### config.mk
export PLATFORM = sky130hd
export DESIGN_NAME = pt_walker
export DESIGN_NICKNAME = d
export VERILOG_FILES = /design/src/rtl/pt_walker.sv
export SDC_FILE = /design/constraint.sdc
export NUM_CORES = 1
export LEC_CHECK = 0
export ABC_AREA = 0
export BUFFER_PORTS_ARGS = -buffer_cell sky130_fd_sc_hd__buf_4
export CORE_ASPECT_RATIO = 2
export CORE_MARGIN = 2
export CORE_UTILIZATION = 50
export CTS_CLUSTER_DIAMETER = 40
export DETAILED_ROUTE_END_ITERATION = 7
export MAX_ROUTING_LAYER = met4
export PLACE_DENSITY = 0.88
export SLEW_MARGIN = 20
export SYNTH_ARGS = -nofsm -noshare
export SYNTH_HDL_FRONTEND = slang
export SYNTH_SLANG_ARGS = --single-unit
### constraint.sdc
create_clock -name clk -period 4.05 [get_ports clk]
set_input_delay 0.405 -clock clk [delete_from_list [all_inputs] [get_ports clk]]
set_output_delay 0.405 -clock clk [all_outputs]
set_load 0.02 [all_outputs]
### src/rtl/pt_walker.sv
module pt_walker #(
  parameter int PA_W   = 48,
  parameter int VA_W   = 48,
  parameter int DESC_W = 64
) (
  input  logic              clk,
  input  logic              rst_n,
  input  logic              req_valid,
  output logic              req_ready,
  input  logic              cfg_va40,
  input  logic [VA_W-1:0]   req_va,
  input  logic [PA_W-1:0]   req_root,
  output logic              mem_req,
  output logic [PA_W-1:0]   mem_addr,
  input  logic              mem_rvalid,
  input  logic [DESC_W-1:0] mem_rdata,
  output logic              done,
  output logic              rsp_fault,
  output logic [1:0]        rsp_level,
  output logic [PA_W-1:0]   rsp_pa
);
  localparam int OFF_W = 12;
  localparam int IDX_W = 9;

  typedef enum logic [1:0] {S_IDLE, S_ISSUE, S_WAIT, S_RESP} st_t;

  st_t             st;
  logic [1:0]      lvl;
  logic [PA_W-1:0] base;
  logic [VA_W-1:0] va_q;
  logic [IDX_W-1:0] idx;
  logic            range_bad;
  logic            desc_ok;
  logic [PA_W-1:0] next_base;
  logic            unused_bits;

  always_comb begin
    case (lvl)
      2'd0:    idx = va_q[OFF_W+3*IDX_W +: IDX_W];
      2'd1:    idx = va_q[OFF_W+2*IDX_W +: IDX_W];
      2'd2:    idx = va_q[OFF_W+IDX_W   +: IDX_W];
      default: idx = va_q[OFF_W         +: IDX_W];
    endcase
  end

  assign range_bad   = cfg_va40 ? |req_va[VA_W-1:40] : |req_va[VA_W-1:39];
  assign desc_ok     = mem_rdata[0] & mem_rdata[1];
  assign next_base   = {mem_rdata[PA_W-1:OFF_W], {OFF_W{1'b0}}};
  assign unused_bits = ^{mem_rdata[DESC_W-1:PA_W], mem_rdata[OFF_W-1:2]};

  assign req_ready = (st == S_IDLE);
  assign mem_req   = (st == S_ISSUE);
  assign done      = (st == S_RESP);
  assign mem_addr  = base + PA_W'({idx, 3'b000});

  always_ff @(posedge clk) begin
    if (!rst_n) begin
      st        <= S_IDLE;
      lvl       <= 2'd0;
      base      <= '0;
      va_q      <= '0;
      rsp_fault <= 1'b0;
      rsp_level <= 2'd0;
      rsp_pa    <= '0;
    end else begin
      case (st)
        S_IDLE: if (req_valid) begin
          va_q <= req_va;
          if (range_bad) begin
            rsp_fault <= 1'b1;
            rsp_level <= cfg_va40 ? 2'd0 : 2'd1;
            rsp_pa    <= '0;
            st        <= S_RESP;
          end else begin
            lvl  <= cfg_va40 ? 2'd0 : 2'd1;
            base <= req_root;
            st   <= S_ISSUE;
          end
        end
        S_ISSUE: st <= S_WAIT;
        S_WAIT: if (mem_rvalid) begin
          if (!desc_ok) begin
            rsp_fault <= 1'b1;
            rsp_level <= lvl;
            rsp_pa    <= '0;
            st        <= S_RESP;
          end else if (lvl == 2'd3) begin
            rsp_fault <= 1'b0;
            rsp_level <= 2'd3;
            rsp_pa    <= {mem_rdata[PA_W-1:OFF_W], va_q[OFF_W-1:0]};
            st        <= S_RESP;
          end else begin
            base <= next_base;
            lvl  <= lvl + 2'd1;
            st   <= S_ISSUE;
          end
        end
        default: st <= S_IDLE;
      endcase
    end
  end
endmodule

# [Yosys cells after proc, flatten, opt, wreduce, memory -nomap -nowiden]
# Index checks and enable logic that the tools add are counted.
[word_totals] register_bits=151 input_bits=165 out_inout_bits=102 word_cells=71
[classes] addsub=2 n_eq_ne=13 mux=39 bitwise_logic=1 reduce_logical=9
[op_table] operator="2-to-1 mux 48 bit" n=10
[op_table] operator="one-hot mux 48 bit (2 select lines)" n=2
[op_table] operator="adder 48 x 12 -> 48 bit" n=1
[op_table] operator="2-to-1 mux 2 bit" n=15
[op_table] operator="one-hot mux 9 bit (3 select lines)" n=1
[op_table] operator="inequality test 2 bit (second input constant)" n=5
[op_table] operator="OR reduction 9 bit" n=1
[op_table] operator="== test 2 bit (second input constant)" n=4
[op_table] operator="one-hot mux 2 bit (2 select lines)" n=2
[op_table] operator="OR reduction 8 bit" n=1
[op_table] operator="2-to-1 mux 1 bit" n=7
[op_table] operator="one-hot mux 2 bit (3 select lines)" n=1
[op_table] operator="AND reduction 6 bit" n=1
[op_table] operator="AND reduction 5 bit" n=1
[op_table] operator="== test 2 x 1 -> 1 bit (second input constant)" n=2
[op_table] operator="logical NOT 2 bit" n=2
[op_table] operator="AND reduction 2 bit" n=2
[op_table] operator="inequality test 3 bit (second input constant)" n=1
[op_table] operator="adder 2 x 1 -> 2 bit (second input constant)" n=1
[op_table] operator="inequality test 2 x 1 -> 1 bit (second input constant)" n=1
[op_table] operator="one-hot mux 1 bit (2 select lines)" n=1
[op_table] operator="nonzero test 2 bit" n=1
[op_table] operator="AND 1 bit" n=1

# [Logic depth before layout (Yosys ltp)]
# Gate-level depths: netlist of the first run.
[depth] word_depth=5 depth_mapped=14 depth_no_buf=13

# [Worst setup path before layout of the first run]
# Ideal clock, no wire load.
[synth_timing] kind="register to output" startpoint="register lvl[0]" endpoint="output mem_addr[45]" arrival_time_ns=3.188 required_time_ns=3.645 setup_slack_ns=0.457 stages_incl_launch_ff=13 n_path_buf=1 path_cell_list="dfxtp_1 > ha_1 > clkbuf_1 > mux2i_1 > ha_1 > inv_1 > fa_1 > nand2b_1 > a211oi_2 > o21ai_2 > nor3_4 > nand3_1 > xnor2_1"
[synth_via] elab_chain_cells=3 word_cells_on_any_way=5 cone_classes="add/sub: 1; eq/ne: 2; mux: 1; reduce/logical: 1"
[synth_lines] item="from (decl)" line_no="28" source="logic [1:0] lvl;"
[synth_lines] item="from (signal assigned)" line_no="75" source="lvl <= cfg_va40 ? 2'd0 : 2'd1;"
[synth_lines] item="from (signal assigned)" line_no="94" source="lvl <= lvl + 2'd1;"
[synth_lines] item="== test 2 bit (tied with other cells)" line_no="38" source="case (lvl)"
[synth_lines] item="one-hot mux 9 bit (3 select lines) *" line_no="38"
[synth_lines] item="adder 48 x 12 -> 48 bit *" line_no="54" source="assign mem_addr = base + PA_W'({idx, 3'b000});"
[synth_lines] item="to (decl)" line_no="14" source="output logic [PA_W-1:0] mem_addr,"
# Mark *: on every way between the ends. The rest lies on a longest branch, timed or not.

# [Final worst setup path of the first run]
[layout_timing] startpoint="register lvl[1]" endpoint="output mem_addr[37]"
# Same word-level chain as after synthesis.

==> flow_metrics.tcl, run 1 <==
set metrics [dict create \
    dr.pass1.iters 5 \
    grt_pass1_wl_um 37320 \
    wl_um 24130 \
    finalNonFillerCells 1350 \
    reg2regPathDepth 8 \
    vdd_ir_drop_max_uv 267.0 \
    gp_congestion 0.9059 \
    avgSynthCellArea_um2 7.924 \
    nFillCells 1150 \
    syn2layout_area_growth_pct 35.78 \
    maxSlewViolCount 0 \
    fin_skew_ns 0.006463 \
    leakage_nw 4.212 \
    cts_made_buffers 17 \
    yosysWarnings 0 \
    layout.nets 1325 \
    drive_gt1_share_pct 29.97 \
    hold_viol 0 \
    cts_tree "yes" \
    maxSlewHeadroom_pct 32.92 \
    multi_input_area_um2 4061 \
    startpoint_type "flip-flop" \
    dp.cells 1302 \
    antenna_cells 0 \
    whs_path_depth 3 \
    vias 7788 \
    synth_edf_count 0 \
    synth.most_common_cell "nand2_1" \
    timing.final.crit_share_pct 97.21 \
    critPathMaxFanout 9 \
    dieArea_um2 15830 \
    arrival_ns 3.53 \
    synth.largest_area_cell "dfxtp_1" \
    fin_area_um2 10040 \
    wl_per_cell_um 17.87 \
    drc 0 \
    postPlaceCellArea_um2 9211 \
    cts_num_sinks 151 \
    antenna_found_initial 0 \
    ant_nets 0 \
    grt_pass1_vias 7536 \
    syn-cell-area_um2 7393 \
    tightestPinTransition_ns 1.004 \
    regArea_um2 3030 \
    track_usage_pct 30.08 \
    required_ns 3.64 \
    synth.top_cell.area_share_pct 40.89 \
    synthTopCellsByArea "dfxtp_1, nand2_1, a21oi_1" \
    synthTopCellsByCount "nand2_1, dfxtp_1, nor2_1, a21oi_1, o21ai_0" \
    endpoint_kind "output port" \
    overflow 0 \
    cts_buffer_depth 2 \
    path_class "reg -> out" \
    core_um2 14430 \
    endpoint "mem_addr[37]" \
    synth_cell_type_count 53 \
    reg2reg_from "lvl[0]" \
    max_freq_mhz 254.0 \
    r2r_slack_ns 1.44 \
    start_util_pct 51.24 \
    min_period_ns 3.937 \
    ys.flop_type "dfxtp_1" \
    die_y_um 176.0 \
    p_per_area_nw_per_um2 384.3 \
    status "complete, no violations" \
    dp_hpwl_um 17040 \
    path_clk_slew_ns 0.07 \
    setup_viol 0 \
    post-route-util_pct 69.57 \
    ys_ff_latch 151 \
    num_rows 62 \
    synth_nets 1113 \
    cts_hold_buffers 0 \
    syn_inst 933 \
    critPathLaunch "lvl[1]" \
    grt_max_degree 74 \
    finalSetupTns_ns 0 \
    power_mw 3.858 \
    min_path_type "in -> reg" \
    drtIter0Drc 470 \
    insertion_delay_ns 0.41 \
    viasPerCell 5.769 \
    die_w_um 89.99 \
    cts_max_level 4 \
    io_pins 267 \
    synth_seq_area_share_pct 40.89 \
    cts_root_buffer "clkbuf_16" \
    async_flop_share_pct 0 \
    max_cap_violations 0 \
    r2r-end "base[29]" \
    io_buffers 240 \
]
-- how the worst min path moves through the flow --
| stage | from | end | slack [ns] |
|---|---|---|---|
| after floorplan | va_q[13] | va_q[13] | 0.43 |
| after global placement | va_q[20] | va_q[20] | 0.44 |
| after detailed placement | va_q[2] | va_q[2] | 0.45 |
| after CTS | req_root[3] | base[3] | 0.21 |
| after global routing | req_root[8] | base[8] | 0.22 |
| final | req_root[3] | base[3] | 0.22 |
-- layout make-up --
class	instances	share of cell area, %
clock buffers	18	4.375
multi-input cells	687	40.46
flip-flops and latches	151	30.19
clock inverters	14	1.371
well taps	192	2.393
repair buffers	269	20.44
inverters	19	0.7728
-- layout by cell type (no fill, tap or decap), drive strengths merged, types with 2 or more instances in the layout --
cell	n
a211oi	4
a21o	3
a21oi	64
a222oi	8
a22oi	13
a311oi	36
and2	5
and3	10
and4	3
buf	269
clkbuf	18
clkinv	3
clkinvlp	3
dfxtp	151
ha	14
inv	26
mux2i	9
nand2	238
nand2b	4
nand3	37
nand4	40
nor2	69
nor2b	4
nor3	9
nor4	5
o211ai	2
o21ai	54
or2	3
xnor2	17
xor2	26
-- state kept, by name, indices dropped and copies added, names as in the netlist --
signal and flops:
rsp_fault 1, lvl 2, base 48, rsp_pa 48, va_q 48, st 2, rsp_level 2
-- power breakdown --
group / internal (mW) / leakage, nW / total [mW] / switching (mW)
sequential: 1.56 / 1.23 / 1.62 / 0.0658
combinational: 0.275 / 2.70 / 0.669 / 0.395
clock: 0.880 / 0.278 / 1.57 / 0.687
total: 2.71 / 4.21 / 3.86 / 1.15
-- through the flow --
| step | hold WS, ns | setup slack [ns] |
|---|---|---|
| floorplan | 0.4329 | 0.4566 |
| global placement | 0.4419 | 0.3740 |
| detailed placement | 0.4472 | 0.2523 |
| CTS | 0.2074 | 0.01975 |
| global route | 0.2237 | -0.02736 |
| finish | 0.2167 | 0.1129 |
-- routing by layer --
| layer | vias to the layer above | global-route usage (%) | part of all wire (%) |
|---|---|---|---|
| met3 | 100 | 4.183 | 5.8 |
| met5 | - | - | 0 |
| li1 | 3649 | - | - |
| met4 | 0 | 18.59 | 6.3 |
| met1 | 3661 | 29.24 | 33 |
| met2 | 378 | 55.87 | 54 |
-- kinds of logic after synthesis --
group                    synth area share [%]
adder cells (fa/ha/maj)                 2.640
multiplexers                            1.371
buffers and inverters                   5.703
XOR/XNOR                                5.094
flip-flops                              40.89
AND/OR/NAND/NOR                         27.18
AO/OA/AOI/OAI                           17.13
-- worst max-delay path, cell delays in order, from the launching register on --
cell      delay, ns
dfxtp_4        0.37
buf_4          0.12
ha_4           0.19
a222oi_1       0.08
mux2i_1        0.18
ha_2           0.23
inv_1          0.05
fa_1           0.42
nand2b_4       0.18
a211oi_4       0.30
o21ai_4        0.11
nor3_4         0.24
buf_12         0.15
nand3_1        0.09
xnor2_1        0.21
buf_4          0.18
-- timing repair --
| item | in CTS | in global routing |
|---|---|---|
| pin swaps | 1 | 14 |
| cloned | 0 | 0 |
| resized for setup | 9 | 21 |
| buffers inserted | 1 | 15 |
| endpoints found under the setup margin | 16 | 27 |
No activity file was read; power rests on OpenSTA's default activity.
==> inputs of run 2 (changes only) <==
--- a/config.mk
+++ b/config.mk
@@ -9,11 +9,11 @@
 export BUFFER_PORTS_ARGS = -buffer_cell sky130_fd_sc_hd__buf_4
 export CORE_ASPECT_RATIO = 2
 export CORE_MARGIN = 2
-export CORE_UTILIZATION = 50
+export CORE_UTILIZATION = 45
 export CTS_CLUSTER_DIAMETER = 40
 export DETAILED_ROUTE_END_ITERATION = 7
 export MAX_ROUTING_LAYER = met4
-export PLACE_DENSITY = 0.88
+export PLACE_DENSITY = 0.84
 export SLEW_MARGIN = 20
 export SYNTH_ARGS = -nofsm -noshare
 export SYNTH_HDL_FRONTEND = slang
==> constraint.sdc (replaced) <==
create_clock -name clk -period 3.3 [get_ports clk]
set_input_delay 0.33 -clock clk [delete_from_list [all_inputs] [get_ports clk]]
set_output_delay 0.33 -clock clk [all_outputs]
set_load 0.02 [all_outputs]
==> run 2 against run 1 <==
Against the previous run:
- the run now ends with setup timing left
- register-to-register slack lost 0.59 ns
- non-clock buffer count grew 27
- global-route usage shrank 1.0 points
- via count grew 1.6%
- largest power group unchanged
- hold slack lost 0.076 ns
- design area grew 7.4%
- highest routed layer unchanged
- total power grew 25%
- clock skew grew 0.0037 ns
- worst setup slack lost 0.68 ns
- first-iteration DRC count shrank 4.0%
- sequential power grew 23%
- largest cell class unchanged
- count of clock-buffer cells in the layout is the same
==> flow_metrics.tcl, run 2 (same netlist as run 1, synthesis figures left out) <==
set metrics [dict create \
    io_pins 267 \
    viasPerCell 5.702 \
    failed_checks "setup timing" \
    setup_viol 38 \
    reg2regPathDepth 10 \
    overflow 0 \
    cts_tree "yes" \
    reg_top3 "base: 48 flops, rsp_pa: 48 flops, va_q: 48 flops" \
    final_common_cell "buf_4" \
    cts_buffer_depth 2 \
    final_cell_mix "buf_4, nand2_1, dfxtp_1" \
    critPathMaxFanout 6 \
    cts_root_buffer "clkbuf_16" \
    cts_hold_buffers 0 \
    vdd_ir_drop_max_uv 372.2 \
    io_buffers 240 \
    wl_um 25840 \
    dp_hpwl_um 17370 \
    start_util_pct 45.68 \
    leakage_nw 4.633 \
    max_freq_mhz 258.7 \
    arrival_ns 3.54 \
    die_y_um 185.3 \
    drtIter0Drc 451 \
    fin_area_um2 10780 \
    num_rows 66 \
    drc 0 \
    r2r-end "lvl[0]" \
    min_period_ns 3.866 \
    syn2layout_area_growth_pct 45.86 \
    path_class "reg -> out" \
    min_from "req_root[1]" \
    power_mw 4.812 \
    hold_viol 0 \
    dieArea_um2 17530 \
    fin_skew_ns 0.01013 \
    grt_pass1_vias 7430 \
    track_usage_pct 29.06 \
    die_w_um 94.64 \
    antenna_cells 0 \
    timing.final.crit_share_pct 117.1 \
    cts_made_buffers 17 \
    gp_congestion 0.9903 \
    whs_path_depth 3 \
    rsz0062_at_grt "true" \
    core_um2 16190 \
    startpoint_type "flip-flop" \
    ant_nets 0 \
    max_cap_violations 0 \
    vias 7914 \
    grt_max_degree 100 \
    path_clk_slew_ns 0.06 \
    endpoint_kind "output port" \
    wl_per_cell_um 18.61 \
    maxSlewViolCount 0 \
    tightestPinTransition_ns 0.8594 \
    status "complete, but fails checks" \
    drive_gt1_share_pct 36.15 \
    min_path_type "in -> reg" \
    post-place-ws_ns -0.2213 \
    layout.nets 1352 \
    reg2reg_from "lvl[1]" \
    insertion_delay_ns 0.43 \
    postPlaceCellArea_um2 9482 \
    r2r_slack_ns 0.85 \
    grt_pass1_wl_um 38160 \
    p_per_area_nw_per_um2 446.2 \
    maxSlewHeadroom_pct 42.49 \
    hold_end "base[1]" \
    layout_setup_ws_ns -0.5658 \
    cts_num_sinks 151 \
    dr.pass1.iters 5 \
    antenna_found_initial 0 \
    required_ns 2.97 \
    cts_max_level 4 \
]
## run 2: changes by cell type in the layout (fill, tap and decap cells not counted), moves of 8 or more
cell / before / now
buf_6: 2 / 23
nand3_1: 36 / 28
nor2_1: 68 / 60
nor2_4: 1 / 9
xnor2_1: 17 / 4
xnor2_2: 0 / 12
## run 2: worst max-delay path by stage
stage               startpoint            to  slack (ns)
floorplan               lvl[0]  mem_addr[19]        0.04
global placement        lvl[1]  mem_addr[37]       -0.10
detailed placement      lvl[1]  mem_addr[45]       -0.22
CTS                     lvl[1]  mem_addr[46]       -0.45
global route            lvl[1]  mem_addr[45]       -0.72
finish                  lvl[1]  mem_addr[46]       -0.57
## run 2: critical path: stages (launching register included)
cell,delay [ns]
dfxtp_4,0.35
buf_6,0.12
ha_4,0.18
buf_6,0.11
a222oi_1,0.29
mux2i_1,0.17
ha_1,0.38
a21o_1,0.23
nand3_4,0.10
a211oi_4,0.28
a21oi_4,0.08
buf_12,0.16
and4bb_2,0.30
xor2_1,0.17
buf_4,0.17
## run 2: metrics by stage
stage / hold slack [ns] / utilization (%) / instances / setup TNS [ns]
6_report: 0.1407 / 66.63 / 1388 / -16.18
5_1_grt: 0.1333 / 66.63 / 1388 / -22.90
4_1_cts: 0.1302 / 64.79 / 1382 / -13.76
3_5_place_dp: 0.4469 / 58.58 / 1337 / -3.141
3_3_place_gp: 0.4420 / 58.58 / 1337 / -0.7163
2_1_floorplan: 0.4329 / - / 933 / 0
## run 2: metal layers
| layer | track usage (%) | up-vias | share of wire (%) |
|---|---|---|---|
| met5 | - | - | 0 |
| met4 | 21.62 | 0 | 7.4 |
| met3 | 4.434 | 117 | 5.3 |
| met2 | 50.21 | 399 | 54 |
| met1 | 28.76 | 3697 | 33 |
| li1 | - | 3701 | - |
## run 2: power by group
part	total [mW]	internal (mW)	leakage (nW)	switching, mW
logic	0.872	0.368	3.13	0.504
registers	2.00	1.91	1.23	0.0884
clock network	1.94	1.14	0.275	0.805
total	4.81	3.41	4.63	1.40
## run 2: repair_timing
item	4_1_cts	5_1_grt
endpoints found under the setup margin	41	41
gates cloned	1	0
pin swaps	30	32
resized for setup	69	55
setup buffers	13	8
## run 2: layout make-up
type                       count  area [um^2]
clock buffer                  18        439.2
fill                        1262         5401
inverter                      19        77.57
timing repair buffer         296         2371
multi-input combinational    687         4463
tap                          204        255.2
sequential                   151         3030
clock inverter                13        147.6
